==> src/rtl/pid_pkg.sv <==
package pid_pkg;

   typedef enum logic [2:0] {
      IV_NONE  = 3'd0,
      IV_SHORT = 3'd1,
      IV_MED   = 3'd2,
      IV_LONG  = 3'd3,
      IV_BAD   = 3'd4
   } iv_class_e;

   typedef enum logic {
      SEEK_MIN = 1'b0,
      SEEK_MAX = 1'b1
   } seek_e;

endpackage

==> src/rtl/pid_extremum.sv <==
module pid_extremum
   import pid_pkg::*;
#(
   parameter int SMP_W = 8,
   parameter int HI_TH = 192,
   parameter int LO_TH = 64,
   parameter int CNT_W = 9,
   parameter int SKP_W = 9
) (
   input  logic             clk,
   input  logic             rst_n,
   input  logic             restart,
   input  logic             run,
   input  logic             smp_vld,
   input  logic [SMP_W-1:0] smp,
   input  logic             skip_ld,
   input  logic [SKP_W-1:0] skip_len,
   output logic             ev,
   output logic [CNT_W-1:0] ev_len
);

   localparam logic [SMP_W-1:0] HI_V = SMP_W'(HI_TH);
   localparam logic [SMP_W-1:0] LO_V = SMP_W'(LO_TH);

   logic [SMP_W-1:0] prev;
   logic             have_prev;
   logic             have_dir;
   logic             have_ref;
   seek_e            seek;
   logic [CNT_W-1:0] gap;
   logic [SKP_W-1:0] skip_cnt;

   logic             take;
   logic             skipping;
   logic             is_max;
   logic             is_min;
   logic             hit;
   logic [CNT_W-1:0] gap_inc;

   always_comb begin
      take     = run && smp_vld;
      skipping = (skip_cnt != '0);
      is_max   = (seek == SEEK_MAX) && (prev > smp) && (smp > HI_V);
      is_min   = (seek == SEEK_MIN) && (prev < smp) && (smp < LO_V);
      hit      = take && have_dir && !skipping && (is_max || is_min);
      gap_inc  = (gap == '1) ? gap : gap + 1'b1;
      ev       = hit && have_ref;
      ev_len   = gap_inc;
   end

   always_ff @(posedge clk or negedge rst_n) begin
      if (!rst_n) begin
         prev      <= '0;
         have_prev <= 1'b0;
         have_dir  <= 1'b0;
         have_ref  <= 1'b0;
         seek      <= SEEK_MAX;
         gap       <= '0;
         skip_cnt  <= '0;
      end else if (restart) begin
         have_prev <= 1'b0;
         have_dir  <= 1'b0;
         have_ref  <= 1'b0;
         seek      <= SEEK_MAX;
         gap       <= '0;
         skip_cnt  <= '0;
      end else if (take) begin
         prev      <= smp;
         have_prev <= 1'b1;
         if (!have_prev) begin
            gap <= '0;
         end else if (!have_dir) begin
            have_dir <= 1'b1;
            seek     <= (smp > prev) ? SEEK_MAX : SEEK_MIN;
         end else if (skipping) begin
            skip_cnt <= skip_cnt - 1'b1;
            if (skip_cnt == SKP_W'(1)) begin
               gap  <= '0;
               seek <= (prev > smp) ? SEEK_MIN : SEEK_MAX;
            end
         end else if (hit) begin
            have_ref <= 1'b1;
            gap      <= '0;
            seek     <= (seek == SEEK_MAX) ? SEEK_MIN : SEEK_MAX;
            if (skip_ld) begin
               skip_cnt <= skip_len;
            end
         end else begin
            gap <= gap_inc;
         end
      end
   end

endmodule

==> src/rtl/pid_classify.sv <==
module pid_classify
   import pid_pkg::*;
#(
   parameter int PERIOD = 64,
   parameter int TOL    = 8,
   parameter int CNT_W  = 9
) (
   input  logic             ev,
   input  logic [CNT_W-1:0] len,
   output iv_class_e        cls
);

   // window 0 = quarter period, 1 = half period, 2 = full period
   logic [2:0] win;

   for (genvar g = 0; g < 3; g++) begin : g_win
      localparam int CTR = PERIOD >> (2 - g);
      assign win[g] = (int'(len) > (CTR - TOL)) && (int'(len) < (CTR + TOL));
   end

   always_comb begin
      if (!ev)         cls = IV_NONE;
      else if (win[0]) cls = IV_SHORT;
      else if (win[1]) cls = IV_MED;
      else if (win[2]) cls = IV_LONG;
      else             cls = IV_BAD;
   end

endmodule

==> src/rtl/pid_assembler.sv <==
module pid_assembler
   import pid_pkg::*;
#(
   parameter int BLK_BITS = 128,
   parameter int N_BLOCKS = 4,
   parameter int MAX_ERR  = 10,
   parameter int SKIP_SS  = 351,
   parameter int SKIP_SM  = 335,
   parameter int SKP_W    = 9,
   parameter int NB_W     = 2
) (
   input  logic                clk,
   input  logic                rst_n,
   input  logic                restart,
   input  logic                ev,
   input  iv_class_e           cls,
   output logic                run,
   output logic                skip_ld,
   output logic [SKP_W-1:0]    skip_len,
   output logic                blk_vld,
   output logic [BLK_BITS-1:0] blk_data,
   output logic [NB_W-1:0]     blk_num,
   output logic                err,
   output logic                done
);

   localparam int BC_W  = $clog2(BLK_BITS + 2);
   localparam int IDX_W = $clog2(BLK_BITS);
   localparam int NBK_W = $clog2(N_BLOCKS + 1);
   localparam int EC_W  = $clog2(MAX_ERR + 1);

   localparam logic [BC_W-1:0]  FULL     = BC_W'(BLK_BITS);
   localparam logic [BC_W-1:0]  OVER     = BC_W'(BLK_BITS + 1);
   localparam logic [NBK_W-1:0] LAST_BLK = NBK_W'(N_BLOCKS - 1);
   localparam logic [EC_W-1:0]  ERR_LIM  = EC_W'(MAX_ERR);

   logic                active;
   logic                prev_short;
   logic                half;
   logic [BC_W-1:0]     bcnt;
   logic [BLK_BITS-1:0] bits;
   logic [NBK_W-1:0]    nblk;
   logic [EC_W-1:0]     ecnt;

   logic                marker;
   logic                want_push;
   logic                push_bit;

   always_comb begin
      run       = active;
      marker    = ev && prev_short && ((cls == IV_SHORT) || (cls == IV_MED));
      skip_ld   = marker;
      skip_len  = (cls == IV_SHORT) ? SKP_W'(SKIP_SS - 1) : SKP_W'(SKIP_SM - 1);
      want_push = ev && !marker && ((cls == IV_LONG) || ((cls == IV_MED) && half));
      push_bit  = (cls == IV_LONG);
   end

   always_ff @(posedge clk or negedge rst_n) begin
      if (!rst_n) begin
         active     <= 1'b0;
         prev_short <= 1'b0;
         half       <= 1'b0;
         bcnt       <= '0;
         bits       <= '0;
         nblk       <= '0;
         ecnt       <= '0;
         blk_vld    <= 1'b0;
         blk_data   <= '0;
         blk_num    <= '0;
         err        <= 1'b0;
         done       <= 1'b0;
      end else begin
         blk_vld <= 1'b0;
         if (restart) begin
            active     <= 1'b1;
            prev_short <= 1'b0;
            half       <= 1'b0;
            bcnt       <= '0;
            nblk       <= '0;
            ecnt       <= '0;
            err        <= 1'b0;
            done       <= 1'b0;
         end else if (ev && active) begin
            if (marker) begin
               if (bcnt == FULL) begin
                  blk_vld  <= 1'b1;
                  blk_data <= bits;
                  blk_num  <= NB_W'(nblk);
                  nblk     <= nblk + 1'b1;
                  if (nblk == LAST_BLK) begin
                     done   <= 1'b1;
                     active <= 1'b0;
                  end
               end
               bcnt       <= '0;
               half       <= 1'b0;
               prev_short <= 1'b0;
            end else begin
               unique case (cls)
                  IV_SHORT: prev_short <= 1'b1;
                  IV_MED: begin
                     prev_short <= 1'b0;
                     half       <= !half;
                  end
                  IV_LONG: prev_short <= 1'b0;
                  IV_BAD: begin
                     prev_short <= 1'b0;
                     ecnt       <= ecnt + 1'b1;
                     if (ecnt == ERR_LIM) begin
                        err    <= 1'b1;
                        done   <= 1'b1;
                        active <= 1'b0;
                     end
                  end
                  default: prev_short <= prev_short;
               endcase
               if (want_push) begin
                  if (bcnt < FULL) begin
                     bits[bcnt[IDX_W-1:0]] <= push_bit;
                  end
                  if (bcnt != OVER) begin
                     bcnt <= bcnt + 1'b1;
                  end
               end
            end
         end
      end
   end

endmodule

==> src/rtl/pid_block_demod.sv <==
module pid_block_demod
   import pid_pkg::*;
#(
   parameter int SMP_W    = 8,
   parameter int PERIOD   = 64,
   parameter int TOL      = PERIOD / 8,
   parameter int HI_TH    = 192,
   parameter int LO_TH    = 64,
   parameter int BLK_BITS = 128,
   parameter int N_BLOCKS = 4,
   parameter int MAX_ERR  = 10,
   parameter int SKIP_SS  = 351,
   parameter int SKIP_SM  = 335,
   localparam int NB_W    = (N_BLOCKS > 1) ? $clog2(N_BLOCKS) : 1
) (
   input  logic                clk,
   input  logic                rst_n,
   input  logic                start,
   input  logic                smp_vld,
   input  logic [SMP_W-1:0]    smp,
   output logic                blk_vld,
   output logic [BLK_BITS-1:0] blk_data,
   output logic [NB_W-1:0]     blk_num,
   output logic                err,
   output logic                done
);

   localparam int CNT_W    = $clog2(2 * PERIOD) + 1;
   localparam int SKIP_MAX = (SKIP_SS > SKIP_SM) ? SKIP_SS : SKIP_SM;
   localparam int SKP_W    = $clog2(SKIP_MAX) + 1;

   if (BLK_BITS % 8 != 0 || BLK_BITS < 8) begin : g_chk_bits
      $error("BLK_BITS must be a positive multiple of 8");
   end
   if (TOL < 1 || TOL > PERIOD / 8) begin : g_chk_tol
      $error("TOL must lie in 1..PERIOD/8 so that the windows stay disjoint");
   end
   if (SKIP_SS < 2 || SKIP_SM < 2) begin : g_chk_skip
      $error("skip lengths must be at least 2");
   end
   if (HI_TH <= LO_TH || HI_TH >= (1 << SMP_W)) begin : g_chk_th
      $error("thresholds must satisfy LO_TH < HI_TH < 2**SMP_W");
   end
   if (N_BLOCKS < 1 || MAX_ERR < 1) begin : g_chk_cnt
      $error("N_BLOCKS and MAX_ERR must be positive");
   end

   logic             run;
   logic             iv_ev;
   logic [CNT_W-1:0] iv_len;
   iv_class_e        iv_cls;
   logic             skip_ld;
   logic [SKP_W-1:0] skip_len;

   pid_extremum #(
      .SMP_W (SMP_W),
      .HI_TH (HI_TH),
      .LO_TH (LO_TH),
      .CNT_W (CNT_W),
      .SKP_W (SKP_W)
   ) u_ext (
      .clk      (clk),
      .rst_n    (rst_n),
      .restart  (start),
      .run      (run),
      .smp_vld  (smp_vld),
      .smp      (smp),
      .skip_ld  (skip_ld),
      .skip_len (skip_len),
      .ev       (iv_ev),
      .ev_len   (iv_len)
   );

   pid_classify #(
      .PERIOD (PERIOD),
      .TOL    (TOL),
      .CNT_W  (CNT_W)
   ) u_cls (
      .ev  (iv_ev),
      .len (iv_len),
      .cls (iv_cls)
   );

   pid_assembler #(
      .BLK_BITS (BLK_BITS),
      .N_BLOCKS (N_BLOCKS),
      .MAX_ERR  (MAX_ERR),
      .SKIP_SS  (SKIP_SS),
      .SKIP_SM  (SKIP_SM),
      .SKP_W    (SKP_W),
      .NB_W     (NB_W)
   ) u_asm (
      .clk      (clk),
      .rst_n    (rst_n),
      .restart  (start),
      .ev       (iv_ev),
      .cls      (iv_cls),
      .run      (run),
      .skip_ld  (skip_ld),
      .skip_len (skip_len),
      .blk_vld  (blk_vld),
      .blk_data (blk_data),
      .blk_num  (blk_num),
      .err      (err),
      .done     (done)
   );

endmodule

==> config.mk <==
export PLATFORM = sky130hd
export DESIGN_NAME = pid_block_demod
export DESIGN_NICKNAME = d
export VERILOG_FILES = /design/src/rtl/pid_pkg.sv /design/src/rtl/pid_extremum.sv /design/src/rtl/pid_classify.sv /design/src/rtl/pid_assembler.sv /design/src/rtl/pid_block_demod.sv
export SDC_FILE = /design/constraint.sdc
export NUM_CORES = 1
export LEC_CHECK = 0
export ABC_CLOCK_PERIOD_IN_PS = 5500
export BUFFER_PORTS_ARGS = -buffer_cell sky130_fd_sc_hd__buf_2
export CORE_ASPECT_RATIO = 0.6
export CORE_UTILIZATION = 55
export DETAILED_ROUTE_END_ITERATION = 12
export PLACE_DENSITY = 0.75
export SLEW_MARGIN = 0
export SYNTH_ARGS = -nofsm -noshare
export SYNTH_HDL_FRONTEND = slang
export SYNTH_SLANG_ARGS = --single-unit
==> constraint.sdc <==
create_clock -name clk -period 5.5 [get_ports clk]
set_input_delay 0 -clock clk [delete_from_list [all_inputs] [get_ports clk]]
set_output_delay 0 -clock clk [all_outputs]
set_load 0.02 [all_outputs]
==> flow_summary.yaml, run 1 <==
worst_setup_path:
  arrival_ns: 4.66
  cpLargestDelayFamily: "simple AND/OR/NAND/NOR gates"
  path_cells: "ha_1 > and4_1 > a21oi_1 > or4b_1 > mux2_2 > or2_4 > a2111oi_4 > nand3b_1 > o31ai_1"
  cpPeakStageDelay_ns: 0.73
  critPathMaxFanout: 16
  r2r_end: "u_asm.bits[52]$_DFFE_PN0P_"
  worstPathBufferInverterCount: 0
  cp-end-kind: "flop"
  required_ns: 5.92
  rr_startpoint: "u_ext.gap[0]$_DFFE_PN0P_"
  reg2reg_depth: 9
  rrSetupSlack_ns: 1.26
  cp_slowest_cell: "nand3b_1"
  critical_path_class: "flop to flop"
  critPathLaunchType: "flop"
drt:
  first_pass_iters: 7
  remaining_drc_errors: 0
  routed_wirelength_um: 33160
  viasPerCell: 6.180
  wl_per_cell_um: 20.38
  drt-initial-drc-count: 918
  vias: 10060
  ant_nets: 0
grt:
  grt_use_total_pct: 26.60
  grt_pass1_wl_um: 52520
  grt_max_degree: 136
  antenna_found_initial: 0
  grt_pass1_vias: 9282
  grt-ovfl-total: 0
finish:
  syn2layout_area_growth_pct: 14.60
  drive_gt1_share_pct: 27.74
  antenna_cells: 0
  stdcell_area_um2: 15510
  final_nets: 1320
  stdcell_count: 1627
  nFillCells: 1883
yosys:
  synthAdderAreaFrac_pct: 1.572
  synth_warnings: 0
  synth_fp_nets: 1196
  synth_most_common_cell: "dfrtp_1"
  synth_top_family_by_area: "compound AO/OA/AOI/OAI gates"
  synth_cell_types: 66
  synthMuxAreaShare_pct: 12.70
  synth_edf_count: 0
  ys.flop_type: "dfrtp_1"
  yosysSeqAreaShare_pct: 57.16
  yosys.area_share.simple_pct: 9.257
  synth_compound_area_share_pct: 15.58
  synth_top_area_share_pct: 56.96
  synth_xor_area_share_pct: 0.6473
  syn_inst: 1167
  synth_top_cell_by_area: "dfrtp_1"
  synth_area_um2: 13530
  syn_area_per_cell_um2: 11.59
  yosys-top-cells-area: "dfrtp_1 (57%), mux2_2 (12%), o31ai_1 (6.5%), o21ai_0 (5.0%), nand2_1 (1.8%)"
  netlist_top_cells_count: "dfrtp_1 (308), mux2_2 (149), o21ai_0 (134)"
  async_reset_ff_share_pct: 100.0
  synth-seq-cells: 309
place:
  numPortBuffers: 144
  place.gp.congestion: 0.8787
  hpwl_um: 21610
  placed_cells: 1571
  placed_area_um2: 14500
floorplanning:
  core_area_um2: 24170
  die_h_um: 123.5
  dieArea_um2: 25250
  initial_core_util_pct: 55.98
  fp-row-count: 44
  die_w_um: 204.5
  ios: 145
sta:
  finalSetupTns_ns: 0
  holdWs_ns: 0.1701
  hold_viol: 0
  worst_pin_slew_ns: 1.211
  finalCritPeriodShare_pct: 77.10
  max_freq_mhz: 235.8
  relSlewSlack_pct: 18.95
  slew_violations: 0
  rsz0062_at_grt: "no"
  period_needed_ns: 4.241
  setup_viol: 0
  finClkSkew_ns: 0.01447
clocking:
  cts.sinks: 309
  cts_setup_buffers: 0
  cts_tree: "done"
  cts_buffers: 28
  max-clock-path-buffers: 3
  worstSkewPairLatency_ns: 0.55
  postCtsHoldBufs: 12
  root_buffer: "clkbuf_16"
  htreeDepth: 1
  clkTransAtPathRegs_ns: 0.06
  cts-resized-gates: 0
power_and_ir_drop:
  finalPower_w: 0.004629
  powerDensity_nw_per_um2: 298.5
  leakage_nw: 7.415
  peakVddDrop_v: 0.0002246
worst_hold_path:
  hp-class: "input pin to asynchronous set/reset pin"
flow_run:
  cap_viol_max_count: 0
status:
  outcome: "finished clean"
==> cell usage in the layout, fill, tap and decap left out, types with 3 or more instances in the layout <==
cell type        n
nor3_1          31
nor4_1           6
a31oi_1          5
mux2_2         149
xnor2_1          7
a311oi_1         4
a21oi_1         24
clkbuf_1         5
inv_1           20
xor2_1           3
and2_1           5
mux2i_1          4
clkbuf_8         5
nand2_1         66
dlygate4sd3_1   12
o2111ai_2        3
dfrtp_1        308
o21ai_0        134
buf_4           13
nand4_1         21
o211a_1          3
a211oi_1         3
nand3_1         25
o211ai_1         5
and3_1           8
buf_2          143
nand2b_1         6
clkbuf_16       28
o31ai_1        118
nor2b_1          4
ha_1            17
nor2_1          54
or4_1            4
or3_1            7
==> power breakdown <==
part / leakage (nW) / internal [W] / total (W) / switching, W
Clock: 0.436 / 0.00109 / 0.00193 / 0.000836
Sequential: 4.29 / 0.00231 / 0.00234 / 0.0000358
Combinational: 2.69 / 0.000116 / 0.000360 / 0.000244
==> sequential cells by signal (all words and copies together) (netlist names), 2 cells and up <==
name and cells:
u_asm.blk_num 2, u_asm.ecnt 4, u_ext.skip_cnt 10, u_ext.prev 8, u_asm.nblk 3, u_ext.gap 8, u_asm.bcnt 8, u_asm.blk_data 128
u_asm.bits 128
==> through the flow <==
step | utilization (%) | worst slack (ns)
6_report | 64.16 | 1.259
3_3_place_gp | 60.00 | 1.580
3_5_place_dp | 60.00 | 1.383
5_1_grt | 64.16 | 1.041
2_1_floorplan | - | 1.961
4_1_cts | 64.16 | 1.359
==> worst max-delay path by stage <==
stage,start,endpoint,cells past startpoint
2_1_floorplan,u_ext.gap[0]$_DFFE_PN0P_,u_asm.bits[22]$_DFFE_PN0P_,12
3_3_place_gp,u_ext.gap[0]$_DFFE_PN0P_,u_asm.bits[28]$_DFFE_PN0P_,9
3_5_place_dp,u_ext.gap[0]$_DFFE_PN0P_,u_asm.bits[12]$_DFFE_PN0P_,9
4_1_cts,u_ext.gap[0]$_DFFE_PN0P_,u_asm.bits[52]$_DFFE_PN0P_,9
5_1_grt,u_ext.gap[0]$_DFFE_PN0P_,u_asm.bits[52]$_DFFE_PN0P_,8
6_report,u_ext.gap[0]$_DFFE_PN0P_,u_asm.bits[52]$_DFFE_PN0P_,9
==> final cells by class <==
cell class | count | area [um2] | share of cell area, %
Timing Repair Buffer | 171 | 988.4 | 6.375
Clock inverter | 6 | 97.59 | 0.6294
Tap cell | 322 | 402.9 | 2.598
Clock buffer | 38 | 788.3 | 5.084
Sequential cell | 309 | 7734 | 49.88
Inverter | 21 | 78.83 | 0.5084
Multi-Input combinational cell | 760 | 5416 | 34.93
==> routing by layer <==
layer / global-route usage, % / wire, um / vias to the layer above
met5: 0 / 0 / -
met4: 4.944 / 481 / 0
met3: 4.244 / 2449 / 45
met2: 37.35 / 14030 / 407
met1: 43.22 / 16200 / 5033
li1: - / - / 4570
==> cells by family after synthesis <==
family,count (synthesis)
AO/OA/AOI/OAI,326
multiplexers,153
buffers and inverters,98
flip-flops,309
AND/OR/NAND/NOR,254
XOR/XNOR,10
adder cells (fa/ha/maj),17
==> worst register-to-register path, stage by stage, from the launching register on <==
cell	delay, ns
dfrtp_1	0.45
ha_1	0.34
and4_1	0.27
a21oi_1	0.28
or4b_1	0.49
mux2_2	0.31
or2_4	0.27
a2111oi_4	0.47
nand3b_1	0.73
o31ai_1	0.51
(Power assumes the default switching activity.)
==> run 2: changes to the inputs <==
--- a/config.mk
+++ b/config.mk
@@ -5,12 +5,12 @@
 export SDC_FILE = /design/constraint.sdc
 export NUM_CORES = 1
 export LEC_CHECK = 0
-export ABC_CLOCK_PERIOD_IN_PS = 5500
+export ABC_CLOCK_PERIOD_IN_PS = 3850
 export BUFFER_PORTS_ARGS = -buffer_cell sky130_fd_sc_hd__buf_2
 export CORE_ASPECT_RATIO = 0.6
-export CORE_UTILIZATION = 55
+export CORE_UTILIZATION = 53
 export DETAILED_ROUTE_END_ITERATION = 12
-export PLACE_DENSITY = 0.75
+export PLACE_DENSITY = 0.76
 export SLEW_MARGIN = 0
 export SYNTH_ARGS = -nofsm -noshare
 export SYNTH_HDL_FRONTEND = slang
==> constraint.sdc (replaced) <==
create_clock -name clk -period 3.85 [get_ports clk]
set_input_delay 0 -clock clk [delete_from_list [all_inputs] [get_ports clk]]
set_output_delay 0 -clock clk [all_outputs]
set_load 0.02 [all_outputs]
==> run 2 against run 1 <==
Net effect:
- combinational power increased by 51%
- final area increased by 2.1%
- first-iteration DRC count is 12% higher
- setup slack got worse by 1.1 ns
- critical path depth rose by 1
- final cell count increased by 1.7%
- sequential power up 43%
- global-route usage shrank 0.60 points
- hold slack worse by 0.11 ns
- sequential share of layout area is 1.0 points lower
==> flow_summary.yaml, run 2 (synthesized netlist as in run 1, its figures left out) <==
floorplanning:
  die_w_um: 208.3
  initial_core_util_pct: 54.98
  core_area_um2: 24610
  ios: 145
  die_h_um: 125.8
  fp-row-count: 44
  dieArea_um2: 26190
grt:
  grt_max_degree: 101
  grt_pass1_vias: 9652
  grt.busiest_layer: "met1"
  grt.met3_usage_pct: 4.140
  grt_use_met1_pct: 42.25
  met2_usage_pct: 36.73
  antenna_found_initial: 0
  grt_use_total_pct: 26.00
  grt_pass1_wl_um: 54540
  grt-ovfl-total: 0
drt:
  routed_wirelength_um: 33630
  first_pass_iters: 5
  ant_nets: 0
  drt-initial-drc-count: 1024
  wl_per_cell_um: 20.32
  viasPerCell: 6.082
  remaining_drc_errors: 0
  vias: 10070
power_and_ir_drop:
  leakage_nw: 7.579
  p_clk_share_pct: 43.0
  pwr-share-comb_pct: 8.0
  peakVddDrop_v: 0.0002892
  switching_power_w: 0.001631
  switching_share_pct: 23.90
  intPower_w: 0.005193
  seqPwrFrac_pct: 49.0
  powerDensity_nw_per_um2: 431.0
sta:
  setup_viol: 0
  finClkSkew_ns: 0.01157
  slew_violations: 0
  hold_viol: 0
  setup_slack_ns: 0.1366
  relSlewSlack_pct: 49.56
  rsz0062_at_grt: "no"
  finalCritPeriodShare_pct: 96.45
  max_freq_mhz: 269.3
  period_needed_ns: 3.713
  worst_pin_slew_ns: 0.7567
  finalSetupTns_ns: 0
place:
  dpl_worst_slack_ns: 0.02038
  place.gp.congestion: 0.9091
  hpwl_um: 22020
  placed_cells: 1594
  numPortBuffers: 144
  placed_area_um2: 14720
worst_setup_path:
  arrival_ns: 4.17
  required_ns: 4.31
  critical_path_class: "flop to flop"
  cp-end-kind: "flop"
  critPathLaunchType: "flop"
  critPathMaxFanout: 32
clocking:
  cts_buffers: 28
  worstSkewPairLatency_ns: 0.57
  root_buffer: "clkbuf_16"
  htreeDepth: 1
  max-clock-path-buffers: 3
  clkTransAtPathRegs_ns: 0.07
  cts.sinks: 309
  cts_tree: "done"
finish:
  nFillCells: 1869
  mostFrequentLayoutCells: "dfrtp_1 (308), mux2_2 (149), buf_2 (143)"
  reg_top3: "u_asm.bits: 128 flops, u_asm.blk_data: 128 flops, u_ext.skip_cnt: 10 flops"
  drive_gt1_share_pct: 29.56
  final_nets: 1343
  stdcell_area_um2: 15830
  antenna_cells: 0
  syn2layout_area_growth_pct: 17.01
  final_common_cell: "dfrtp_1"
  stdcell_count: 1655
worst_hold_path:
  hp-class: "input pin to asynchronous set/reset pin"
flow_run:
  cap_viol_max_count: 0
status:
  outcome: "finished clean"
[run 2: cell count changes in the layout (fill, tap and decap cells not counted), sizes merged]
cell,previous run,this run
clkbuf,38,40
bufinv,2,3
buf,159,182
clkinv,4,5
clkinvlp,0,2
inv,21,20
[run 2: metal layers]
| layer | vias up | share of wire [%] |
|---|---|---|
| li1 | 4616 | - |
| met1 | 5022 | 49 |
| met2 | 382 | 42 |
| met3 | 46 | 7.1 |
| met4 | 0 | 1.5 |
| met5 | - | 0 |
[run 2: timing repair]
item	in CTS	in global routing
resized for setup	1	2
hold buffers	12	0
cloned	0	0
endpoints found under the setup margin	1	34
hold endpoints to repair	117	0
buffers inserted	0	0
[run 2: cell type report]
type,instances,area (um2),area share (%)
Clock buffer,40,835.8,5.279
Sequential cell,309,7734,48.85
Multi-Input combinational cell,760,5433,34.32
Inverter,21,78.83,0.4979
Clock inverter,9,136.4,0.8615
Timing Repair Buffer,194,1211,7.650
Tap cell,322,402.9,2.545
[run 2: critical path, cell delays in order, from the launching register on]
cell	delay, ns
dfrtp_1	0.48
ha_4	0.24
o211ai_1	0.09
o2111a_1	0.28
or4b_1	0.54
mux2_2	0.32
or2_4	0.27
a2111oi_4	0.44
or3b_1	0.44
buf_12	0.20
o31ai_1	0.30
[run 2: worst paths after layout]
check,to,cells after the start,slack (ns),startpoint
setup / recovery,u_asm.bits[122]$_DFFE_PN0P_,10,0.14,u_ext.gap[1]$_DFFE_PN0P_
hold / removal,u_asm.blk_data[81]$_DFFE_PN0P_,2,0.06,rst_n
setup reg to reg,u_asm.bits[122]$_DFFE_PN0P_,10,0.14,u_ext.gap[1]$_DFFE_PN0P_
hold reg to reg,u_ext.prev[7]$_DFFE_PN0P_,2,0.49,u_ext.prev[7]$_DFFE_PN0P_
max in group asynchronous,u_asm.bits[115]$_DFFE_PN0P_,3,2.76,rst_n
min in group clk,u_ext.prev[0]$_DFFE_PN0P_,3,0.26,smp[0]
[run 2: metrics by stage]
stage	hold slack (ns)	util [%]	total power [W]
6_report	0.06168	64.33	0.006824
5_1_grt	0.1496	64.33	0.007075
4_1_cts	0.09680	64.28	0.006855
3_5_place_dp	0.1001	59.83	0.003930
3_3_place_gp	0.09499	59.83	0.003909
2_1_floorplan	-0.2956	-	0.003717
[run 2: power by group through the flow]
stage / clock (W) / sequential [W] / combinational (W)
final: 0.00293 / 0.00335 / 0.000544
after global routing: 0.00311 / 0.00335 / 0.000617
after CTS: 0.00297 / 0.00334 / 0.000540
after detailed placement: 0 / 0.00340 / 0.000529
after global placement: 0 / 0.00340 / 0.000510
after floorplan: 0 / 0.00339 / 0.000325
